`src/rtl/sram_ctl_pkg.sv`:
```
package sram_ctl_pkg;

  typedef enum logic [2:0] {
    ST_IDLE,
    ST_WR,
    ST_WREC,
    ST_RD,
    ST_RREC
  } ctl_state_e;

  // nanoseconds to whole cycles, rounded up, never below one
  function automatic int unsigned ns2cyc(input int unsigned ns, input int unsigned per);
    int unsigned c;
    c = (ns + per - 1) / per;
    return (c == 0) ? 1 : c;
  endfunction

  function automatic int unsigned umax(input int unsigned a, input int unsigned b);
    return (a > b) ? a : b;
  endfunction

endpackage

```
`src/rtl/sram_ctl_timer.sv`:
```
module sram_ctl_timer #(
  parameter int unsigned CNT_W = 4
) (
  input  logic             clk,
  input  logic             rst,
  input  logic             load,
  input  logic [CNT_W-1:0] load_val,
  output logic             done
);

  logic [CNT_W-1:0] cnt_q;

  always_ff @(posedge clk) begin
    if (rst) begin
      cnt_q <= '0;
    end else if (load) begin
      cnt_q <= load_val;
    end else if (cnt_q != '0) begin
      cnt_q <= cnt_q - 1'b1;
    end
  end

  assign done = (cnt_q == '0);

endmodule

```
`src/rtl/sram_ctl_lane.sv`:
```
module sram_ctl_lane (
  input  logic       clk,
  input  logic       rst,
  input  logic       load_wr,
  input  logic [7:0] wr_byte,
  input  logic       cap,
  input  logic       clr,
  input  logic       lane_on,
  input  logic [7:0] rd_byte,
  output logic [7:0] wr_q,
  output logic [7:0] rd_q
);

  always_ff @(posedge clk) begin
    if (rst) begin
      wr_q <= '0;
      rd_q <= '0;
    end else begin
      if (load_wr) wr_q <= wr_byte;
      if (clr) begin
        rd_q <= '0;
      end else if (cap) begin
        rd_q <= lane_on ? rd_byte : 8'h00;
      end
    end
  end

endmodule

```
`src/rtl/asram_ctrl.sv`:
```
module asram_ctrl
  import sram_ctl_pkg::*;
#(
  parameter int unsigned ADDR_W        = 17,
  parameter int unsigned DATA_W        = 16,
  parameter int unsigned CLK_PERIOD_NS = 5,
  parameter int unsigned T_WPULSE_NS   = 40,
  parameter int unsigned T_ADDR_WE_NS  = 45,
  parameter int unsigned T_BYTE_WE_NS  = 50,
  parameter int unsigned T_DSETUP_NS   = 25,
  parameter int unsigned T_WCYCLE_NS   = 55,
  parameter int unsigned T_RCYCLE_NS   = 55,
  parameter int unsigned T_ACCESS_NS   = 55,
  parameter int unsigned T_OE_DATA_NS  = 25,
  parameter int unsigned T_OE_HIZ_NS   = 25
) (
  input  logic                   clk,
  input  logic                   rst,
  input  logic                   req_valid,
  output logic                   req_ready,
  input  logic                   req_write,
  input  logic [ADDR_W-1:0]      req_addr,
  input  logic [DATA_W-1:0]      req_wdata,
  input  logic [DATA_W/8-1:0]    req_be,
  output logic                   rsp_valid,
  output logic [DATA_W-1:0]      rsp_rdata,
  output logic [ADDR_W-1:0]      mem_addr,
  output logic                   mem_ce_n,
  output logic                   mem_we_n,
  output logic                   mem_oe_n,
  output logic [DATA_W/8-1:0]    mem_be_n,
  output logic [DATA_W-1:0]      mem_dq_o,
  output logic                   mem_dq_oe,
  input  logic [DATA_W-1:0]      mem_dq_i
);

  localparam int unsigned LANES   = DATA_W / 8;
  localparam int unsigned N_WLOW  = umax(umax(ns2cyc(T_WPULSE_NS, CLK_PERIOD_NS),
                                              ns2cyc(T_ADDR_WE_NS, CLK_PERIOD_NS)),
                                         umax(ns2cyc(T_BYTE_WE_NS, CLK_PERIOD_NS),
                                              ns2cyc(T_DSETUP_NS, CLK_PERIOD_NS)));
  localparam int unsigned N_WC    = ns2cyc(T_WCYCLE_NS, CLK_PERIOD_NS);
  localparam int unsigned N_WREC  = (N_WC > N_WLOW) ? (N_WC - N_WLOW) : 1;
  localparam int unsigned N_RD    = umax(umax(ns2cyc(T_RCYCLE_NS, CLK_PERIOD_NS),
                                              ns2cyc(T_ACCESS_NS, CLK_PERIOD_NS)),
                                         ns2cyc(T_OE_DATA_NS, CLK_PERIOD_NS));
  localparam int unsigned N_RREC  = ns2cyc(T_OE_HIZ_NS, CLK_PERIOD_NS);
  localparam int unsigned CNT_MAX = umax(umax(N_WLOW, N_WREC), umax(N_RD, N_RREC));
  localparam int unsigned CNT_W   = $clog2(CNT_MAX + 1);

  ctl_state_e       state_q, state_d;
  logic             tmr_ld, tmr_done;
  logic [CNT_W-1:0] tmr_val;
  logic             accept, any_be, start_wr, start_rd, zero_rd, wr_end, rd_end;

  assign req_ready = (state_q == ST_IDLE);
  assign accept    = req_valid && req_ready;
  assign any_be    = |req_be;
  assign start_wr  = accept && any_be && req_write;
  assign start_rd  = accept && any_be && !req_write;
  assign zero_rd   = accept && !any_be && !req_write;
  assign wr_end    = (state_q == ST_WR) && tmr_done;
  assign rd_end    = (state_q == ST_RD) && tmr_done;

  // phase sequencing
  always_comb begin
    state_d = state_q;
    tmr_ld  = 1'b0;
    tmr_val = '0;
    unique case (state_q)
      ST_IDLE: begin
        if (start_wr) begin
          state_d = ST_WR;
          tmr_ld  = 1'b1;
          tmr_val = CNT_W'(N_WLOW - 1);
        end else if (start_rd) begin
          state_d = ST_RD;
          tmr_ld  = 1'b1;
          tmr_val = CNT_W'(N_RD - 1);
        end
      end
      ST_WR: begin
        if (tmr_done) begin
          state_d = ST_WREC;
          tmr_ld  = 1'b1;
          tmr_val = CNT_W'(N_WREC - 1);
        end
      end
      ST_RD: begin
        if (tmr_done) begin
          state_d = ST_RREC;
          tmr_ld  = 1'b1;
          tmr_val = CNT_W'(N_RREC - 1);
        end
      end
      ST_WREC, ST_RREC: begin
        if (tmr_done) state_d = ST_IDLE;
      end
      default: state_d = ST_IDLE;
    endcase
  end

  sram_ctl_timer #(.CNT_W(CNT_W)) u_timer (
    .clk      (clk),
    .rst      (rst),
    .load     (tmr_ld),
    .load_val (tmr_val),
    .done     (tmr_done)
  );

  // registered memory-side strobes
  always_ff @(posedge clk) begin
    if (rst) begin
      state_q   <= ST_IDLE;
      mem_addr  <= '0;
      mem_ce_n  <= 1'b1;
      mem_we_n  <= 1'b1;
      mem_oe_n  <= 1'b1;
      mem_be_n  <= '1;
      mem_dq_oe <= 1'b0;
      rsp_valid <= 1'b0;
    end else begin
      state_q   <= state_d;
      rsp_valid <= rd_end || zero_rd;
      if (start_wr || start_rd) begin
        mem_addr <= req_addr;
        mem_ce_n <= 1'b0;
        mem_be_n <= ~req_be;
      end
      if (start_wr) begin
        mem_we_n  <= 1'b0;
        mem_dq_oe <= 1'b1;
      end
      if (start_rd) mem_oe_n <= 1'b0;
      if (wr_end) begin
        mem_ce_n  <= 1'b1;
        mem_we_n  <= 1'b1;
        mem_be_n  <= '1;
        mem_dq_oe <= 1'b0;
      end
      if (rd_end) begin
        mem_ce_n <= 1'b1;
        mem_oe_n <= 1'b1;
        mem_be_n <= '1;
      end
    end
  end

  // byte lanes: write data hold and masked read capture
  for (genvar i = 0; i < LANES; i++) begin : g_lane
    sram_ctl_lane u_lane (
      .clk     (clk),
      .rst     (rst),
      .load_wr (start_wr),
      .wr_byte (req_wdata[i*8 +: 8]),
      .cap     (rd_end),
      .clr     (zero_rd),
      .lane_on (!mem_be_n[i]),
      .rd_byte (mem_dq_i[i*8 +: 8]),
      .wr_q    (mem_dq_o[i*8 +: 8]),
      .rd_q    (rsp_rdata[i*8 +: 8])
    );
  end

endmodule

```
`config.mk`:
```
export PLATFORM = sky130hd
export DESIGN_NAME = asram_ctrl
export DESIGN_NICKNAME = d
export VERILOG_FILES = /design/src/rtl/sram_ctl_pkg.sv /design/src/rtl/sram_ctl_timer.sv /design/src/rtl/sram_ctl_lane.sv /design/src/rtl/asram_ctrl.sv
export SDC_FILE = /design/constraint.sdc
export NUM_CORES = 1
export LEC_CHECK = 0
export BUFFER_PORTS_ARGS = -buffer_cell sky130_fd_sc_hd__buf_2
export CORE_MARGIN = 2
export CORE_UTILIZATION = 42
export DETAILED_ROUTE_END_ITERATION = 6
export GPL_TIMING_DRIVEN = 0
export PLACE_DENSITY = 0.72
export SETUP_SLACK_MARGIN = 0.1
export SYNTH_ARGS = -nofsm -noshare
export SYNTH_HDL_FRONTEND = slang
export SYNTH_SLANG_ARGS = --single-unit
```
`constraint.sdc`:
```
create_clock -name clk -period 2.4 [get_ports clk]
set_input_delay 0.36 -clock clk [delete_from_list [all_inputs] [get_ports clk]]
set_output_delay 0.36 -clock clk [all_outputs]
set_load 0.01 [all_outputs]
```
== Word-level counts from Yosys, hierarchy flattened ==
Cells that the tools add are included.

* Register bits after elaboration: 63
* Bits of input ports: 55
* Output and inout port bits: 57
* Logic and storage cells: 65

* Add/sub/neg operators: 1
* Eq/ne operators: 8
* Multiplexer cells: 18
* Bitwise logic cells: 1
* Reduce and logical (&&, ||, !) cells: 24

{| class="wikitable"
|+ Operators with widths
! cell !! number
|-
| $mux 3 || 6
|-
| $mux 4 || 4
|-
| $mux 8 || 2
|-
| $pmux 3 s4 || 1
|-
| $reduce_or 2->1 || 6
|-
| $logic_and 1x1->1 || 8
|-
| $pmux 4 s2 || 1
|-
| $eq 3x2->1 const B || 2
|-
| $ne 2x2->1 const B || 3
|-
| $logic_not 4->1 || 1
|-
| $reduce_and 4->1 || 1
|-
| $reduce_bool 4->1 || 1
|-
| $sub 4x1->4 const B || 1
|-
| $eq 3x1->1 const B || 1
|-
| $eq 3x3->1 const B || 1
|-
| $logic_not 3->1 || 1
|-
| $mux 1 || 3
|-
| $ne 3x1->1 const B || 1
|-
| $reduce_or 3->1 || 1
|-
| $logic_not 1->1 || 2
|-
| $logic_or 1x1->1 || 2
|-
| $not 2->2 || 1
|-
| $pmux 1 s2 || 1
|-
| $reduce_bool 2->1 || 1
|}

== Logic depth before layout (Yosys ltp) ==
Gate-level depths: netlist of run 1.

* Word-level depth: 8
* Mapped depth: 6
* Depth with buffers taken out: 5

== Hierarchy ==
From an unflattened synthesis of run 1, not the netlist that was laid out.

* Cell total of the unflattened synthesis: 271
* Area total of the unflattened synthesis: 2695.1 sq um

{| class="wikitable"
|+ Modules (own cells, without submodules)
! module !! times used !! cells each !! area an instance (sq um) !! seq. area each (sq um)
|-
| sram_ctl_lane || 2 || 62 || 633.1 || 320.3
|-
| asram_ctrl || 1 || 123 || 1199.9 || 540.5
|-
| sram_ctl_timer || 1 || 24 || 229.0 || 80.1
|}

== Worst setup path after synthesis of run 1 ==
Ideal clock, no wire load.

* Path kind: reg-to-reg
* Start point: reg state_q[0]
* End point: reg mem_oe_n
* Setup time: 0.122 ns
* Arrival time: 1.623 ns
* Required time: 2.278 ns
* Setup slack: 0.655 ns
* Cell stages (with the launch flop): 5
* Buffers on the path: 1
* Period minus slack after synthesis: 1.745 ns
* Cells stage by stage: dfxtp_1 -> buf_6 -> or4b_4 -> or3_4 -> a221o_1

* Word-level cells in the longest chain between the ends: 4
* Elaborated cells between the ends (all ways): 7
* Those cells by class: 1 x eq/ne; 6 x reduce/logical

{| class="wikitable"
|+ RTL lines
! what !! line !! RTL
|-
| start, declared || asram_ctrl.sv:51 || <nowiki>ctl_state_e state_q, state_d;</nowiki>
|-
| start signal, assigned || asram_ctrl.sv:123 || <nowiki>state_q <= state_d;</nowiki>
|-
| $logic_not 3->1 || asram_ctrl.sv:56 || <nowiki>assign req_ready = (state_q == ST_IDLE);</nowiki>
|-
| $logic_and 1x1->1 || asram_ctrl.sv:57 || <nowiki>assign accept = req_valid && req_ready;</nowiki>
|-
| $logic_and 1x1->1 (2 in series) || asram_ctrl.sv:60 || <nowiki>assign start_rd = accept && any_be && !req_write;</nowiki>
|-
| end signal, assigned || asram_ctrl.sv:118 || <nowiki>mem_oe_n <= 1'b1;</nowiki>
|-
| end signal, assigned || asram_ctrl.sv:134 || <nowiki>if (start_rd) mem_oe_n <= 1'b0;</nowiki>
|-
| end signal, assigned || asram_ctrl.sv:143 || <nowiki>mem_oe_n <= 1'b1;</nowiki>
|-
| end, declared || asram_ctrl.sv:30 || <nowiki>output logic mem_oe_n,</nowiki>
|}

Several ways; a longest one is shown, not always the timed one.
A chain may end at the register's enable or synchronous reset.

== Final worst setup path of run 1 ==
* Start point: reg u_timer.cnt_q[0]
* End point: reg u_timer.cnt_q[0]

* Word-level cells in the longest chain between the ends: 4
* Elaborated cells between the ends (all ways): 8
* Those cells by class: 1 x add/sub; 4 x mux; 3 x reduce/logical

{| class="wikitable"
|+ RTL lines
! what !! line !! RTL
|-
| start, declared || sram_ctl_timer.sv:11 || <nowiki>logic [CNT_W-1:0] cnt_q;</nowiki>
|-
| start signal, assigned || sram_ctl_timer.sv:17 || <nowiki>cnt_q <= load_val;</nowiki>
|-
| start signal, assigned || sram_ctl_timer.sv:19 || <nowiki>cnt_q <= cnt_q - 1'b1;</nowiki>
|-
| branches (longest 4 deep; another with $sub 4x1->4) || - ||
|}

Several ways; the timed one is not identified. The select of a mux whose other input is x is not followed.

==> implementation parameters, run 1 <==
Parameter                              Value

Floorplanning
  Core Area    5960 um2
  Number of placement rows    28
  Die outline area    6840 um2
  Die Ht    82.7 um
  Initial standard-cell utilization of the core    43.7%
  Horiz. Die Dim    82.7 um
  IO Count    112

Synth
  Average cell area after synthesis    8.81 um2
  Area of the mapped netlist    2600 um2
  FF+latch count, synth    63
  Syn Nets    351
  Dominant cells by area after synthesis    dfxtp_1 49%, a21oi_1 7.9%, o21ai_0 6.9%
  Sequential share of the synthesized area    48.5%
  Distinct cell type count after synthesis    36
  Count of warnings emitted by yosys    0
  Fraction of registers with async set or reset after synthesis    0%
  Primary FF master, synth    dfxtp_1
  Gate Count Post-Synth    295
  Top cell type by total area after synthesis    dfxtp_1
  Number of flops mapped to enable cells by yosys    0
  Area share of the largest cell type after synthesis    48.5%

Pwr
  Internal    0.00190 W
  Sequential cell fraction of total power    43.2%
  Share of total power in the clock network    31.9%
  Power dissipated by switching net loads    0.000857 W
  Pwr/cell area    802 nW/um2
  Switching part of the total power    31.0%
  Standby leakage power    1.49 nW
  Power share of the combinational group    25.0%
  Max IR drop VDD    0.441 mV

Clocking
  TritonCTS clock tree    yes
  Clock transition time at the flip-flop clock pins of the worst setup and hold paths    0.06 ns
  Post-CTS setup-driven buffer insertion count    0
  PostCTS Resize Cnt    0
  Root Buffer Master    clkbuf_8
  Clock net sink count    63
  Clock latency on the worst-skew pair    0.33 ns
  Maximum number of buffers from clock root to sink    2
  Number of H-tree levels    3
  Number of buffers created by CTS    9
  Number of hold buffers added after cts    0

Cells and area
  Fin nets    473
  Growth of design area from synthesis to finish    32.3%
  Core occupancy in the finished layout    57.8%
  Layout cell share with drive strength beyond 1    32.2%
  Inserted Diodes    0

Setup path
  Data arrival time of the worst path    2.23 ns
  Max stage delay cell, worst path    nor3b_1
  Critical path capture point type    register
  CP required    2.63 ns
  Flop-to-flop setup slack    0.40 ns
  CP startpoint    u_timer.cnt_q[0]
  Nature of the critical path startpoint    register
  Reg2Reg Launch Point    u_timer.cnt_q[0]
  Maximum single-stage delay on the critical path    0.46 ns
  Setup Crit Path Kind    register to register
  Largest fanout on the critical path    10
  List of cells traversed by the critical path    inv_1 > ha_1 > nor3b_1 > clkbuf_1 > o22ai_1 > o211a_1

Global route
  Via count of the first global-routing pass    2426
  Met1 track utilization from global routing    25.2%
  Total congestion overflow after global routing    0
  First-pass GRT wire length    10.9 mm
  Initial antenna violation count    0
  Met2 Use GR    34.4%
  GRT Util Overall    20.6%
  Met3 track utilization from global routing    6.41%
  GRT Max-Usage Layer    met2
  Maximum number of pins on one net before global-route repair    11

Drt
  DR pass1 iterations    4
  Remaining antenna violation count after routing    0
  DR WL/cell    13.6 um
  Drt first-iter violations    70
  Via count    2549
  Vias per inst    5.13
  DRC violations left    0
  DRT Wirelength    6.78 mm

Run status
  Status    finished, final reports clean

Timing
  Count of pins over their slew limit    0
  Crit path setup slack, layout    0.398 ns
  Final period util    83.4%
  Total Negative Setup Slacks    0 ns
  Fin crit period    2.00 ns
  Final count of negative-setup-slack endpoints    0
  Transition time of the tightest slew-check pin    0.494 ns
  Maximum clock skew at final layout    0.00697 ns
  Tightest slew margin relative to the limit    67.0%
  Timing-limited maximum frequency    500 MHz
  Final Hold Viols    0
  Unrepaired setup endpoints after global routing    false

Worst hold path
  Path category of the worst min-delay check    input port to register
  Beginning of the worst hold path    req_wdata[0]

Place
  Global placer's final weighted congestion    0.752
  Port Buffers    111
  Placement-stage worst setup slack    0.407 ns
  Detailed placer's ending HPWL    5.01 mm

Run
  Number of max-capacitance violations reported    0
## power groups by stage
stage | Sequential (W) | Combinational [W] | Clock (W)
CTS | 0.00119 | 0.000694 | 0.000909
detailed placement | 0.00121 | 0.000693 | 0
floorplan | 0.00123 | 0.000430 | 0
finish | 0.00119 | 0.000689 | 0.000879
global route | 0.00120 | 0.000771 | 0.000959
global placement | 0.00121 | 0.000680 | 0
## path summary, 6_finish.rpt
kind,to,cells after the start
setup reg to reg,u_timer.cnt_q[0],6
hold / removal,g_lane[0].u_lane.wr_q[0],3
setup / recovery,u_timer.cnt_q[0],6
hold reg to reg,g_lane[0].u_lane.wr_q[0],2
## cell families after synthesis
logic type	Yosys count	synth area share, %
simple gates	98	21.4
compound gates	86	18.2
flops	63	48.5
buf+inv	30	4.91
mux	17	6.54
fa+ha+maj	1	0.481
## worst max-delay path: cells and delay by family, from the launching register on
family | cells | cell delay, ns
buffers and inverters | 2 | 0.50
and+or+nand+nor | 1 | 0.46
AOI/OAI and AO/OA | 2 | 0.38
adders and majority gates | 1 | 0.22
DFF | 1 | 0.34
## routing by layer
metal,part of all wire (%),up-vias
met5,0,-
met4,1.0,0
met2,47,79
li1,-,1297
met3,7.3,9
met1,44,1164
## cells in the final DEF (no fill, tap or decap), types with 4 or more instances in the layout
master,n
nand4b_1,16
dfxtp_1,63
o21ai_0,36
clkbuf_8,10
buf_2,114
nand2_1,37
nor3_1,4
clkbuf_1,23
mux2i_1,17
nand3_1,20
a21oi_1,41
## sequential cells by signal, summed over array words and instances (netlist names)
signal and cells:
state_q 3, mem_addr 17, mem_be_n 2, mem_we_n 1, mem_oe_n 1, mem_ce_n 1, mem_dq_oe 1, u_timer.cnt_q 4
g_lane.u_lane.rd_q 16, g_lane.u_lane.wr_q 16, rsp_valid 1
## final cells by class
class / count / area, um2
Inverter: 4 / 15.0
Buffer: 26 / 113
Multi-Input combinational cell: 202 / 1210
Tap cell: 75 / 93.8
Clock inverter: 4 / 45.0
Sequential cell: 63 / 1260
Clock buffer: 12 / 145
Fill cell: 599 / 2520
Timing Repair Buffer: 111 / 556
## through the flow
step                cells  hold WS (ns)  cell area (um2)  power, W
global route          497         0.265             3440   0.00293
finish                497         0.273             3440   0.00276
detailed placement    481         0.451             3250   0.00191
global placement      481         0.442             3250   0.00189
floorplan             295         0.478             2600   0.00166
CTS                   497         0.259             3440   0.00279
## synthesized netlist by cell type, types with 2 or more instances
master / n
a21oi_1: 41
a311oi_1: 2
and2_1: 2
and3b_1: 2
buf_2: 3
clkbuf_1: 21
dfxtp_1: 63
inv_1: 3
mux2i_1: 17
nand2_1: 37
nand2b_1: 2
nand3_1: 20
nand3b_1: 2
nand4b_1: 16
nor2_1: 3
nor2b_1: 2
nor3_1: 4
o21ai_0: 36
o22ai_1: 2
Note: power is estimated with default switching activity, not from simulation.
==> run 2, diff against run 1 <==
--- a/config.mk
+++ b/config.mk
@@ -10,7 +10,7 @@
 export CORE_UTILIZATION = 42
 export DETAILED_ROUTE_END_ITERATION = 6
 export GPL_TIMING_DRIVEN = 0
-export PLACE_DENSITY = 0.72
+export PLACE_DENSITY = 0.75
 export SETUP_SLACK_MARGIN = 0.1
 export SYNTH_ARGS = -nofsm -noshare
 export SYNTH_HDL_FRONTEND = slang
==> constraint.sdc (replaced) <==
create_clock -name clk -period 1.6 [get_ports clk]
set_input_delay 0.24 -clock clk [delete_from_list [all_inputs] [get_ports clk]]
set_output_delay 0.24 -clock clk [all_outputs]
set_load 0.01 [all_outputs]
==> run 2 against run 1 <==
Compared with the run above:
- the run now ends with negative setup slack left
- clock skew up 0.0046 ns
- count of clock-buffer cells in the layout down 1
- via count up 7.5%
- total power up 78%
- sequential share of layout area down 4.9 points
- critical endpoint is now mem_oe_n
- clock power up 72%
- first-iteration DRC count up 59%
- die area unchanged
- sequential cell count unchanged
- largest power group unchanged
- critical path depth down 2
==> implementation parameters, run 2 (synthesis results as in run 1) <==
Parameter                              Value

Run status
  Status    finished, violations left
  Violations in the final reports    negative setup slack

Cells and area
  Core occupancy in the finished layout    67.0% (+9.2 points)
  Layout cell share with drive strength beyond 1    48.1% (+16 points)
  Max FFs per register    17 (unchanged)
  Fin nets    489 (+3.4%)
  Post-route cell area    3990 um2 (+16%)
  Post-route insts no fill    512 (+3.0%)
  Inserted Diodes    0 (unchanged)
  Growth of design area from synthesis to finish    53.4%
  Most common cell after layout, fill and taps aside    buf_2
  Reg with most FFs    mem_addr
  Biggest registers after layout    mem_addr x17, g_lane.u_lane.rd_q x16, g_lane.u_lane.wr_q x16
  Commonest non-fill, non-tap cells in the layout    111 x buf_2, 59 x dfxtp_1, 36 x nand2_1, 23 x a21oi_1, 20 x nand3_1

Place
  Detailed placer's ending HPWL    5.06 mm (+1.1%)
  Placed cell areas    3300 um2 (+1.7%)
  Number of cells in the design after placement    481 (unchanged)
  Port Buffers    111 (unchanged)
  Global placer's final weighted congestion    0.837 (+11%)

Global route
  Met2 Use GR    35.5% (+1.0 points)
  Maximum number of pins on one net before global-route repair    11 (unchanged)
  GRT Max-Usage Layer    met2
  Initial antenna violation count    0 (unchanged)
  GRT Util Overall    21.6% (+0.99 points)
  Met1 track utilization from global routing    26.7% (+1.5 points)
  Via count of the first global-routing pass    2518 (+3.8%)
  First-pass GRT wire length    11.3 mm (+3.7%)
  Met3 track utilization from global routing    7.83% (+1.4 points)
  Total congestion overflow after global routing    0 (unchanged)

Setup path
  CP startpoint    state_q[0]
  Setup Crit Path Kind    register to register
  Largest fanout on the critical path    8 (-2)
  Nature of the critical path startpoint    register
  Data arrival time of the worst path    2.00 ns (-0.23 ns)
  Reg2Reg Launch Point    state_q[0]
  Critical path capture point type    register
  CP required    1.81 ns (-0.82 ns)

Clocking
  Number of H-tree levels    3 (unchanged)
  Root Buffer Master    clkbuf_8
  Clock net sink count    63 (unchanged)
  Clock transition time at the flip-flop clock pins of the worst setup and hold paths    0.07 ns (about the same)
  Clock latency on the worst-skew pair    0.33 ns (about the same)
  TritonCTS clock tree    yes
  Number of hold buffers added after cts    0 (unchanged)
  Number of buffers created by CTS    9 (unchanged)
  Maximum number of buffers from clock root to sink    2 (unchanged)

Timing
  Final count of negative-setup-slack endpoints    41 (+41)
  Final period util    112% (+28 points)
  Final Hold Viols    0 (unchanged)
  Unrepaired setup endpoints after global routing    true
  Maximum clock skew at final layout    0.0116 ns (+0.00463 ns)
  Count of pins over their slew limit    0 (unchanged)
  Timing-limited maximum frequency    560 MHz (+12%)
  Hold slack final    0.146 ns (-0.128 ns)
  Crit path setup slack, layout    -0.186 ns (-0.584 ns)
  Transition time of the tightest slew-check pin    0.818 ns (+0.325 ns)
  Fin crit period    1.79 ns (-0.216 ns)
  Tightest slew margin relative to the limit    45.4% (-22 points)

Floorplanning
  Die outline area    6840 um2 (unchanged)
  Core Area    5960 um2 (unchanged)
  Horiz. Die Dim    82.7 um (unchanged)
  Initial standard-cell utilization of the core    43.7% (unchanged)
  Die Ht    82.7 um (unchanged)
  IO Count    112 (unchanged)
  Number of placement rows    28 (unchanged)

Pwr
  Pwr/cell area    1230 nW/um2 (+53%)
  Total Power Consumption    0.00490 W (+78%)
  Standby leakage power    1.71 nW (+15%)
  Share of total power in the clock network    30.7% (-1.2 points)
  Power dissipated by switching net loads    0.00152 W (+77%)
  Switching part of the total power    31.0% (-0.083 points)
  Sequential cell fraction of total power    37.1% (-6.1 points)
  Power share of the combinational group    32.1% (+7.1 points)
  Max IR drop VDD    0.601 mV (+36%)
  Internal    0.00338 W (+78%)

Drt
  Via count    2740 (+7.5%)
  DR WL/cell    15.0 um (+9.9%)
  Vias per inst    5.35 (+4.3%)
  DRC violations left    0 (unchanged)
  Drt first-iter violations    111 (+59%)
  DRT Wirelength    7.67 mm (+13%)
  DR pass1 iterations    4 (unchanged)
  Remaining antenna violation count after routing    0 (unchanged)

Worst hold path
  Path category of the worst min-delay check    input port to register
  Beginning of the worst hold path    req_wdata[3]

Run
  Number of max-capacitance violations reported    0 (unchanged)
## run 2: cell types whose count changed in the layout (fill, tap and decap cells not counted), moves of 8 or more
cell | before | now
o21ai_0 | 36 | 10
a21oi_1 | 41 | 23
a21oi_2 | 0 | 18
o21ai_2 | 0 | 16
clkbuf_1 | 23 | 12
buf_4 | 1 | 11
buf_6 | 1 | 10
o21ai_1 | 0 | 8
## run 2: repair_timing
| item | CTS | global route |
|---|---|---|
| resized for setup | 69 | 48 |
| cloned | 1 | 3 |
| endpoints found under the setup margin | 63 | 59 |
| pin swaps | 6 | 46 |
| setup buffers | 7 | 6 |
## run 2: through the flow
step | setup slack [ns] | setup TNS, ns
after floorplan | -0.144 | -1.15
after global placement | -0.315 | -8.66
after detailed placement | -0.362 | -10.90
after CTS | -0.178 | -3.69
after global routing | -0.206 | -7.10
final | -0.186 | -4.21
## run 2: layout make-up
cell class / instances / area (um2)
clock inverter: 4 / 70.1
multi-input combinational: 202 / 1430
sequential: 63 / 1270
timing repair buffer: 128 / 744
inverter: 4 / 15.0
clock buffer: 11 / 141
tap: 75 / 93.8
buffer: 25 / 226
fill: 496 / 1970
## run 2: power by group through the flow
stage,Sequential (W),Clock [W],Combinational (W)
finish,0.00182,0.00151,0.00157
global route,0.00183,0.00159,0.00171
CTS,0.00180,0.00152,0.00133
detailed placement,0.00182,0,0.00110
global placement,0.00182,0,0.00108
floorplan,0.00185,0,0.000698
## run 2: routing by layer
metal / wire [um] / share of wire [%] / vias to the layer above
met3: 579 / 7.5 / 16
met2: 3690 / 48 / 96
li1: - / - / 1340
met1: 3280 / 43 / 1288
met4: 130 / 1.7 / 0
met5: 0 / 0 / -
## run 2: final timing paths
kind	end	slack (ns)	cells after the start
worst min-delay path	g_lane[0].u_lane.wr_q[3]	0.15	3
worst min register to register	mem_addr[6]	0.46	2
worst max-delay path	mem_oe_n	-0.19	4
worst max register to register	mem_oe_n	-0.19	4
## run 2: critical path, cell delays in order, from the launching register on
cell     delay (ns)
dfxtp_2        0.32
buf_6          0.12
or4b_4         0.52
or3_4          0.41
a221o_1        0.29
